[src/rtl/bus_gap_break_pkg.sv]
// Shared types and helpers for the bus gap detector / break generator.
package bus_gap_break_pkg;

    // Sequencer phase: watching for a gap, or one of three break phases.
    typedef enum logic [1:0] {
        PH_WATCH = 2'd0,
        PH_LOW   = 2'd1,
        PH_WAIT  = 2'd2,
        PH_HOLD  = 2'd3
    } gb_phase_e;

    // Larger of two integers, used to size the shared counter.
    function automatic int gb_max(input int a, input int b);
        return (a > b) ? a : b;
    endfunction

endpackage

[src/rtl/bus_gap_sync.sv]
// Multi-stage synchronizer for a vector of asynchronous inputs.
// Assumes each bit is independent (no bus coherency needed) and that the
// reset value matches the idle level of the lines.
module bus_gap_sync #(
    parameter int              WIDTH     = 2,
    parameter int              STAGES    = 2,
    parameter logic [WIDTH-1:0] RESET_VAL = '1
) (
    input  logic             clk,
    input  logic             rst_n,
    input  logic [WIDTH-1:0] din,
    output logic [WIDTH-1:0] dout
);
    logic [WIDTH-1:0] stg [STAGES];

    for (genvar g = 0; g < STAGES; g++) begin : g_stage
        if (g == 0) begin : g_first
            // First stage samples the raw asynchronous input.
            always_ff @(posedge clk) begin
                if (!rst_n) stg[g] <= RESET_VAL;
                else        stg[g] <= din;
            end
        end else begin : g_next
            // Later stages resolve metastability.
            always_ff @(posedge clk) begin
                if (!rst_n) stg[g] <= RESET_VAL;
                else        stg[g] <= stg[g-1];
            end
        end
    end

    assign dout = stg[STAGES-1];
endmodule

[src/rtl/bus_gap_edge.sv]
// Edge detector for the synchronized bus clock: flags any change, rising
// or falling. Assumes the input is already synchronous to clk.
module bus_gap_edge #(
    parameter logic IDLE_LEVEL = 1'b1
) (
    input  logic clk,
    input  logic rst_n,
    input  logic sig,
    output logic edge_seen
);
    logic sig_q;

    // Remember the previous synchronized level.
    always_ff @(posedge clk) begin
        if (!rst_n) sig_q <= IDLE_LEVEL;
        else        sig_q <= sig;
    end

    assign edge_seen = sig ^ sig_q;
endmodule

[src/rtl/bus_gap_seq.sv]
// Tick-driven sequencer: gap detection and three-phase slave break, sharing
// one counter. Assumes tick is a single-cycle pulse and that clk_edge and
// dat_s are synchronous to clk.
module bus_gap_seq
    import bus_gap_break_pkg::*;
#(
    parameter int GAP_TICKS  = 8,
    parameter int LOW_TICKS  = 12,
    parameter int WAIT_TICKS = 8,
    parameter int HOLD_TICKS = 8
) (
    input  logic clk,
    input  logic rst_n,
    input  logic tick,
    input  logic clk_edge,
    input  logic dat_s,
    input  logic brk_req,
    output logic gap_found,
    output logic drive_low,
    output logic brk_busy
);
    localparam int CNT_MAX = gb_max(gb_max(GAP_TICKS, LOW_TICKS),
                                    gb_max(WAIT_TICKS, HOLD_TICKS));
    localparam int CNT_W   = $clog2(CNT_MAX + 1);
    localparam logic [CNT_W-1:0] GAP_LAST  = CNT_W'(GAP_TICKS - 1);
    localparam logic [CNT_W-1:0] LOW_LAST  = CNT_W'(LOW_TICKS - 1);
    localparam logic [CNT_W-1:0] WAIT_LAST = CNT_W'(WAIT_TICKS - 1);
    localparam logic [CNT_W-1:0] HOLD_LAST = CNT_W'(HOLD_TICKS - 1);

    gb_phase_e        phase;
    logic [CNT_W-1:0] cnt;
    logic             edge_pend;   // an edge arrived since the last tick
    logic             reported;    // current gap already announced
    logic             gap_q;
    logic             drive_q;
    logic             edge_any;

    // Edge seen either earlier in this tick period or in this very cycle.
    assign edge_any = edge_pend | clk_edge;

    // Phase, shared counter, and registered outputs.
    always_ff @(posedge clk) begin
        if (!rst_n) begin
            phase     <= PH_WATCH;
            cnt       <= '0;
            edge_pend <= 1'b0;
            reported  <= 1'b0;
            gap_q     <= 1'b0;
            drive_q   <= 1'b0;
        end else begin
            gap_q <= 1'b0;
            case (phase)
                PH_WATCH: begin
                    if (tick) begin
                        edge_pend <= 1'b0;
                        if (edge_any) begin
                            cnt      <= '0;
                            reported <= 1'b0;
                        end else if (!reported) begin
                            if (cnt == GAP_LAST) begin
                                gap_q    <= 1'b1;
                                cnt      <= '0;
                                reported <= 1'b1;
                            end else begin
                                cnt <= cnt + 1'b1;
                            end
                        end
                    end else if (clk_edge) begin
                        edge_pend <= 1'b1;
                    end
                    if (brk_req) begin
                        phase <= PH_LOW;
                        cnt   <= '0;
                    end
                end
                PH_LOW: begin
                    edge_pend <= 1'b0;
                    if (tick) begin
                        if (dat_s) begin
                            cnt <= '0;
                        end else if (cnt == LOW_LAST) begin
                            phase <= PH_WAIT;
                            cnt   <= '0;
                        end else begin
                            cnt <= cnt + 1'b1;
                        end
                    end
                end
                PH_WAIT: begin
                    edge_pend <= 1'b0;
                    if (tick) begin
                        if (cnt == WAIT_LAST) begin
                            phase   <= PH_HOLD;
                            cnt     <= '0;
                            drive_q <= 1'b1;
                        end else begin
                            cnt <= cnt + 1'b1;
                        end
                    end
                end
                PH_HOLD: begin
                    edge_pend <= 1'b0;
                    if (tick) begin
                        if (cnt == HOLD_LAST) begin
                            phase    <= PH_WATCH;
                            cnt      <= '0;
                            drive_q  <= 1'b0;
                            reported <= 1'b0;
                        end else begin
                            cnt <= cnt + 1'b1;
                        end
                    end
                end
                default: begin
                    phase   <= PH_WATCH;
                    cnt     <= '0;
                    drive_q <= 1'b0;
                end
            endcase
        end
    end

    assign gap_found = gap_q;
    assign drive_low = drive_q;
    assign brk_busy  = (phase != PH_WATCH);
endmodule

[src/rtl/bus_gap_break.sv]
// Top level: synchronizes the bus lines, detects clock edges, and runs the
// gap/break sequencer. Assumes both bus lines idle high and that drive_low
// feeds an open-drain pull-down on the data line.
module bus_gap_break #(
    parameter int GAP_TICKS   = 8,
    parameter int LOW_TICKS   = 12,
    parameter int WAIT_TICKS  = 8,
    parameter int HOLD_TICKS  = 8,
    parameter int SYNC_STAGES = 2
) (
    input  logic clk,
    input  logic rst_n,
    input  logic tick,
    input  logic bus_clk,
    input  logic bus_dat,
    input  logic brk_req,
    output logic gap_found,
    output logic drive_low,
    output logic brk_busy
);
    logic [1:0] lines_s;
    logic       clk_edge;

    bus_gap_sync #(
        .WIDTH    (2),
        .STAGES   (SYNC_STAGES),
        .RESET_VAL(2'b11)
    ) u_sync (
        .clk  (clk),
        .rst_n(rst_n),
        .din  ({bus_dat, bus_clk}),
        .dout (lines_s)
    );

    bus_gap_edge #(
        .IDLE_LEVEL(1'b1)
    ) u_edge (
        .clk      (clk),
        .rst_n    (rst_n),
        .sig      (lines_s[0]),
        .edge_seen(clk_edge)
    );

    bus_gap_seq #(
        .GAP_TICKS (GAP_TICKS),
        .LOW_TICKS (LOW_TICKS),
        .WAIT_TICKS(WAIT_TICKS),
        .HOLD_TICKS(HOLD_TICKS)
    ) u_seq (
        .clk      (clk),
        .rst_n    (rst_n),
        .tick     (tick),
        .clk_edge (clk_edge),
        .dat_s    (lines_s[1]),
        .brk_req  (brk_req),
        .gap_found(gap_found),
        .drive_low(drive_low),
        .brk_busy (brk_busy)
    );
endmodule

[config.mk]
export PLATFORM = sky130hd
export DESIGN_NAME = bus_gap_break
export DESIGN_NICKNAME = d
export VERILOG_FILES = /design/src/rtl/bus_gap_break_pkg.sv /design/src/rtl/bus_gap_sync.sv /design/src/rtl/bus_gap_edge.sv /design/src/rtl/bus_gap_seq.sv /design/src/rtl/bus_gap_break.sv
export SDC_FILE = /design/constraint.sdc
export NUM_CORES = 1
export LEC_CHECK = 0
export ABC_AREA = 1
export CAP_MARGIN = 20
export CORE_UTILIZATION = 56
export DETAILED_ROUTE_END_ITERATION = 6
export DONT_BUFFER_PORTS = 1
export HOLD_SLACK_MARGIN = 0.1
export MAX_ROUTING_LAYER = met4
export PLACE_DENSITY_LB_ADDON = 0.3
export RECOVER_POWER = 100
export SLEW_MARGIN = 25
export SYNTH_ARGS = -nofsm -noshare
export SYNTH_HDL_FRONTEND = slang
export SYNTH_SLANG_ARGS = --single-unit
[constraint.sdc]
create_clock -name clk -period 4.4 [get_ports clk]
set_clock_uncertainty 0.05 [all_clocks]
set_input_delay 0.88 -clock clk [delete_from_list [all_inputs] [get_ports clk]]
set_output_delay 0.88 -clock clk [all_outputs]
set_load 0.005 [all_outputs]
==> qor.csv, run 1 <==
stage,metric,value,unit
sta,Setup TNS,0,ns
sta,RSZ-0062 raised after global routing,false,
grt,GRT Total Usage,21.96,%
clock_network,CTS tree,done,
placement,placed insts,129,
clock_network,CTS max path bufs,2,
clock_network,Clock Sinks,15,
clock_network,TritonCTS Buffers,3,
yosys,syn_area_per_cell,7.311,sq um
worst_hold_path,min-delay src,u_sync.stg[0][1],
worst_setup_path,Reg2Reg Setup Slack,2.31,ns
detailed_routing,Antenna Nets Post-Route,0,
finish,Nets,131,
sta,Worst Tran Pin Value,0.4710,ns
detailed_routing,final WL,1438,um
clock_network,cts repair resizes,0,
floorplan,chip height,40.75,um
worst_setup_path,Worst Reg2Reg Path Length in Cells,9,
finish,Antenna diodes,0,
grt,largest net degree at the start of global routing,9,
grt,GRT Residual Overflow,0,
detailed_routing,vias per cell,5.293,
worst_setup_path,reg2reg start,u_seq.phase[1],
floorplan,Core Region,0.001350,sq mm
yosys,syn nets,127,
floorplan,num rows,13,
worst_setup_path,worst-path fanout max,7,
pwr,internal power,0.2715,mW
yosys,synth warn,0,
worst_hold_path,Min-Delay Endpoint,u_sync.stg[1][1],
clock_network,setup repair bufs after CTS,0,
pwr,Clk network pwr share,15.0,%
flow_run,max_cap viols,0,
sta,Slew headroom,68.48,%
detailed_routing,WL per Instance,10.81,um
grt,initial antenna violation count,0,
worst_setup_path,CP required,3.47,ns
worst_hold_path,HP Class,register to register,
yosys,synthesized area,840.8,sq um
clock_network,htree depth,1,
worst_setup_path,r2r endpoint,u_seq.cnt[1],
finish,Final Non-Filler Cells,133,
floorplan,IO Pins,9,
worst_hold_path,Hold Path Depth,1,
floorplan,Total Die Area,0.001661,sq mm
pwr,net switching power,0.2123,mW
worst_setup_path,CP arrival,1.18,ns
placement,RD Place Congestion,0.7581,
pwr,leak pwr,0.4169,nW
yosys,Yosys reg bits,15,
sta,Final period util,47.90,%
worst_setup_path,CP startpoint kind,register,
sta,setup violators final,0,
pwr,combinational power share,49.9,%
sta,Fmax achieved,474.4,MHz
grt,vias in the first global route,574,
detailed_routing,DRC violations left,0,
pwr,Pwr per Cell Area,570.3,mW/mm^2
clock_network,clock latency on the worst-skew pair,0.27,ns
detailed_routing,Detailed Routing Iterations Pass 1,4,
floorplan,Initial Util,62.28,%
pwr,Flop pwr share,35.1,%
clock_network,CTS clock-pin slew for the worst setup and hold paths,0.08,ns
finish,Layout area overhead,0.8930,%
pwr,Worst VDD drop,0.0002914,V
detailed_routing,1st-iter DRT viols,16,
grt,global-route wire length before repair,2304,um
clock_network,clk root buf,clkbuf_4,
placement,DP Wirelength,1169,um
floorplan,DIE WIDTH,40.75,um
clock_network,Post-CTS Hold Fix Bufs,0,
sta,max-slew violations,0,
yosys,synthesized instance count,115,
detailed_routing,via count,704,
finish,layout cells sized above 1,11.86,%
worst_setup_path,CP Capture Type,output port,
yosys,"Seq/Total Area, Yosys",35.71,%
placement,Buffers on Ports,0,
sta,Tmin final,2.108,ns
sta,final-report hold violation count,0,
pwr,Net Sw Frac,43.88,%
worst_setup_path,type of the worst setup path,register to output port,
yosys,count of cell types in the netlist,23,
outcome,status,finished clean,
flip-flops by register name, indices dropped and copies added (netlist names):
signal,flops
u_seq.cnt,4
u_sync.stg,4
u_seq.phase,2
u_edge.sig_q,1
u_seq.drive_low,1
u_seq.edge_pend,1
u_seq.gap_found,1
u_seq.reported,1
power groups by stage:
stage,Combinational [mW],Sequential [mW],Clock (mW)
global route,0.280,0.172,0.0831
finish,0.241,0.170,0.0726
detailed placement,0.260,0.173,0
global placement,0.254,0.171,0
CTS,0.261,0.169,0.0774
floorplan,0.217,0.169,0
Yosys cell counts:
master / number / share of area (%)
a211oi_1: 1 / 0.89
a21oi_1: 3 / 1.8
a21oi_2: 1 / 1.0
clkbuf_1: 1 / 0.45
dfxtp_1: 15 / 36
ha_1: 6 / 8.9
inv_1: 14 / 6.2
inv_2: 2 / 0.89
nand2_1: 30 / 13
nand2_2: 3 / 2.2
nand3_1: 7 / 4.2
nand4_1: 3 / 2.2
nand4_4: 1 / 2.5
nor2_1: 13 / 5.8
nor2_2: 2 / 1.5
nor2_8: 1 / 2.4
nor3_1: 2 / 1.2
nor4_1: 1 / 0.74
o211ai_1: 1 / 0.89
o21ai_0: 2 / 1.2
o21ai_1: 1 / 0.59
o21bai_4: 1 / 2.2
or2_2: 4 / 3.0
area by class of cell:
class,count,area [sq um]
fill,121,501.7
sequential,15,300.3
clock buffer,4,26.28
multi-input combinational,83,442.9
tap,15,18.77
inverter,16,60.06
worst max-delay path: stages (launching register included):
cell     delay (ns)
dfxtp_1        0.37
inv_1          0.10
ha_1           0.23
inv_1          0.19
through the flow:
step                instance area [sq um]  setup WS, ns  util (%)  total power, mW  hold slack [ns]
finish                              848.3         2.292     62.84           0.4838           0.3646
global placement                    855.8         2.655     63.39           0.4244           0.3469
floorplan                           840.8         2.685         -           0.3865           0.3425
global route                        848.3         2.070     62.84           0.5343           0.3796
detailed placement                  855.8         2.603     63.39           0.4327           0.3481
CTS                                 882.1         2.289     65.34           0.5079           0.3655
layout by cell type, fill, tap and decap left out, types with 2 or more instances in the layout:
| master | n |
|---|---|
| o21ai_0 | 3 |
| ha_1 | 6 |
| nand4_1 | 4 |
| nand2_2 | 2 |
| nand3_1 | 7 |
| nand2_1 | 31 |
| nor2_1 | 14 |
| inv_1 | 15 |
| or2_2 | 4 |
| nor2_2 | 2 |
| a21oi_1 | 3 |
| dfxtp_1 | 15 |
| nor3_1 | 2 |
| clkbuf_4 | 3 |
cell families after synthesis:
kind of cell / Yosys count / synth area share, %
DFF: 15 / 35.71
buffers and inverters: 17 / 7.589
adders and majority gates: 6 / 8.928
AOI/OAI and AO/OA: 10 / 8.631
and+or+nand+nor: 67 / 39.14
routing by layer:
metal	GRT usage [%]	vias up	share of wire, %
met5	-	-	0
met4	12.50	0	2.1
met3	1.630	4	4.3
met2	32.94	16	43
met1	29.00	312	51
li1	-	372	-
worst max path at each step:
stage	from	end	slack, ns
2_1_floorplan	u_seq.phase[0]	brk_busy	2.69
3_3_place_gp	u_seq.phase[0]	brk_busy	2.65
3_5_place_dp	u_seq.phase[0]	brk_busy	2.60
4_1_cts	u_seq.phase[0]	brk_busy	2.29
5_1_grt	u_seq.phase[1]	u_seq.cnt[1]	2.07
6_report	u_seq.phase[0]	brk_busy	2.29
No activity file was read; power rests on OpenSTA's default activity.
==> run 2, diff against run 1 <==
--- a/config.mk
+++ b/config.mk
@@ -7,7 +7,7 @@
 export LEC_CHECK = 0
 export ABC_AREA = 1
 export CAP_MARGIN = 20
-export CORE_UTILIZATION = 56
+export CORE_UTILIZATION = 54
 export DETAILED_ROUTE_END_ITERATION = 6
 export DONT_BUFFER_PORTS = 1
 export HOLD_SLACK_MARGIN = 0.1
==> constraint.sdc (replaced) <==
create_clock -name clk -period 1.88 [get_ports clk]
set_clock_uncertainty 0.05 [all_clocks]
set_input_delay 0.376 -clock clk [delete_from_list [all_inputs] [get_ports clk]]
set_output_delay 0.376 -clock clk [all_outputs]
set_load 0.005 [all_outputs]
==> run 2 against run 1 <==
  * Setup slack worse by 2.1 ns
  * Wire length increased by 15%
  * Final area rose by 4.6%
  * Die area is 3.5% higher
  * Sequential share of layout area decreased by 1.5 points
  * Highest routed layer unchanged
==> qor.csv, run 2 (synthesis results as in run 1) <==
stage,metric,value,unit,change
pwr,leak pwr,0.4200,nW,+0.74%
finish,layout cells sized above 1,15.97,%,+4.1 points
clock_network,clock latency on the worst-skew pair,0.29,ns,+0.02 ns
finish,Nets,132,,+0.76%
sta,Final period util,90.49,%,
worst_setup_path,CP peak stage delay,0.39,ns,+0.02 ns
sta,Worst Tran Pin Value,0.2713,ns,-0.1997 ns
detailed_routing,Antenna Nets Post-Route,0,,unchanged
grt,vias in the first global route,736,,+28%
finish,Antenna diodes,0,,unchanged
placement,Placed Area,855.8,sq um,unchanged
sta,Fmax achieved,587.8,MHz,
sta,PnR worst setup slack,0.1787,ns,-2.114 ns
worst_setup_path,worst-path fanout max,7,,unchanged
sta,Slew headroom,81.77,%,+13 points
grt,largest net degree at the start of global routing,11,,+2
detailed_routing,Detailed Routing Iterations Pass 1,5,,+1
finish,post-layout util,64.93,%,+2.1 points
placement,DP Wirelength,1310,um,+12%
worst_setup_path,CP required,2.01,ns,-1.46 ns
worst_setup_path,CP arrival,1.84,ns,+0.66 ns
clock_network,CTS max path bufs,2,,unchanged
sta,setup violators final,0,,unchanged
sta,Tmin final,1.701,ns,
clock_network,clk root buf,clkbuf_4,,
clock_network,CTS tree,done,,
floorplan,Total Die Area,0.001719,sq mm,+3.5%
floorplan,Initial Util,61.54,%,-0.74 points
detailed_routing,vias per cell,5.418,,+2.4%
floorplan,chip height,41.46,um,+1.7%
finish,top flop regs,"u_seq.cnt x4, u_sync.stg x4, u_seq.phase x2",,
worst_setup_path,CP Capture Type,register,,
finish,design area,887.1,sq um,+4.6%
worst_setup_path,critical path's slowest cell,dfxtp_1,,
worst_setup_path,crit-path cells,"inv_1, ha_1, inv_2, nor2_4, o21bai_4, nand2_2, o21ai_1, nor2_1",,
detailed_routing,DRC violations left,0,,unchanged
placement,Buffers on Ports,0,,unchanged
detailed_routing,1st-iter DRT viols,12,,-4
outcome,status,finished clean,,
floorplan,IO Pins,9,,unchanged
finish,"most common cell after layout, fill and taps aside",nand2_1,,
clock_network,Clock Sinks,15,,unchanged
worst_hold_path,HP Class,input pin to register,,
detailed_routing,via count,726,,+3.1%
worst_setup_path,CP startpoint kind,register,,
grt,GRT Residual Overflow,0,,unchanged
detailed_routing,final WL,1649,um,+15%
sta,Setup TNS,0,ns,unchanged
grt,global-route wire length before repair,2939,um,+28%
finish,Layout area overhead,5.506,%,
flow_run,max_cap viols,0,,unchanged
clock_network,CTS clock-pin slew for the worst setup and hold paths,0.10,ns,+0.02 ns
clock_network,htree depth,1,,unchanged
worst_setup_path,"CP delay by family, top",compound AO/OA/AOI/OAI gates,,
clock_network,setup repair bufs after CTS,0,,unchanged
placement,pre-CTS WS,0.2019,ns,-2.402 ns
worst_setup_path,type of the worst setup path,register to register,,
floorplan,num rows,13,,unchanged
sta,final-report hold violation count,0,,unchanged
finish,Filler cells,134,,+11%
sta,RSZ-0062 raised after global routing,false,,
detailed_routing,WL per Instance,12.31,um,+14%
sta,max-slew violations,0,,unchanged
floorplan,Core Region,0.001366,sq mm,+1.2%
clock_network,TritonCTS Buffers,3,,unchanged
worst_setup_path,Buf/Inv on CP,2,,unchanged
finish,"commonest non-fill, non-tap cells in the layout","nand2_1, dfxtp_1, inv_1",,
placement,RD Place Congestion,0.8087,,+6.7%
grt,GRT Total Usage,22.21,%,+0.25 points
floorplan,DIE WIDTH,41.46,um,+1.7%
grt,initial antenna violation count,0,,unchanged
pwr,Worst VDD drop,0.0008585,V,+190%
pwr,Pwr per Cell Area,1343,mW/mm^2,+140%
-- run 2: cell types whose count changed in the layout (fill, tap and decap cells not counted), sizes merged --
| cell | previous run | this run |
|---|---|---|
| dlygate4sd3 | 0 | 1 |
| clkinvlp | 0 | 1 |
| clkbuf | 4 | 3 |
-- run 2: path summary, 6_finish.rpt --
check / slack (ns) / to / cells after the start / startpoint
hold reg to reg: 0.37 / u_sync.stg[1][1] / 1 / u_sync.stg[0][1]
hold / removal: 0.13 / u_sync.stg[0][1] / 1 / bus_dat
setup / recovery: 0.18 / u_seq.cnt[2] / 8 / u_seq.phase[0]
setup reg to reg: 0.18 / u_seq.cnt[2] / 8 / u_seq.phase[0]
-- run 2: layout make-up --
type,count,area (sq um),area share [%]
Tap cell,15,18.77,2.116
Inverter,16,60.06,6.770
Clock inverter,1,7.507,0.8463
Multi-Input combinational cell,83,467.9,52.75
Sequential cell,15,300.3,33.85
Timing Repair Buffer,1,10.01,1.128
Clock buffer,3,22.52,2.539
-- run 2: through the flow --
step	hold WS (ns)	std cells	total power [mW]
4_1_cts	0.1192	134	1.214
3_5_place_dp	0.3509	129	1.013
6_report	0.1278	134	1.192
5_1_grt	0.1044	134	1.306
3_3_place_gp	0.3451	129	0.9903
2_1_floorplan	0.3425	115	0.9047
-- run 2: what timing repair did --
item                      CTS  global route
hold buffers                1             0
resized for setup           0             0
hold endpoints to repair    1             0
-- run 2: metal layers --
layer | vias to the layer above | share of wire, % | global-route usage, %
li1 | 370 | - | -
met1 | 331 | 40 | 22.10
met2 | 21 | 52 | 39.69
met3 | 4 | 6.5 | 8.696
met4 | 0 | 1.3 | 6.452
met5 | - | 0 | -
-- run 2: power breakdown --
group	internal [mW]	switching, mW
Combinational	0.198	0.400
Clock	0.0810	0.115
Sequential	0.365	0.0318
Total	0.645	0.547
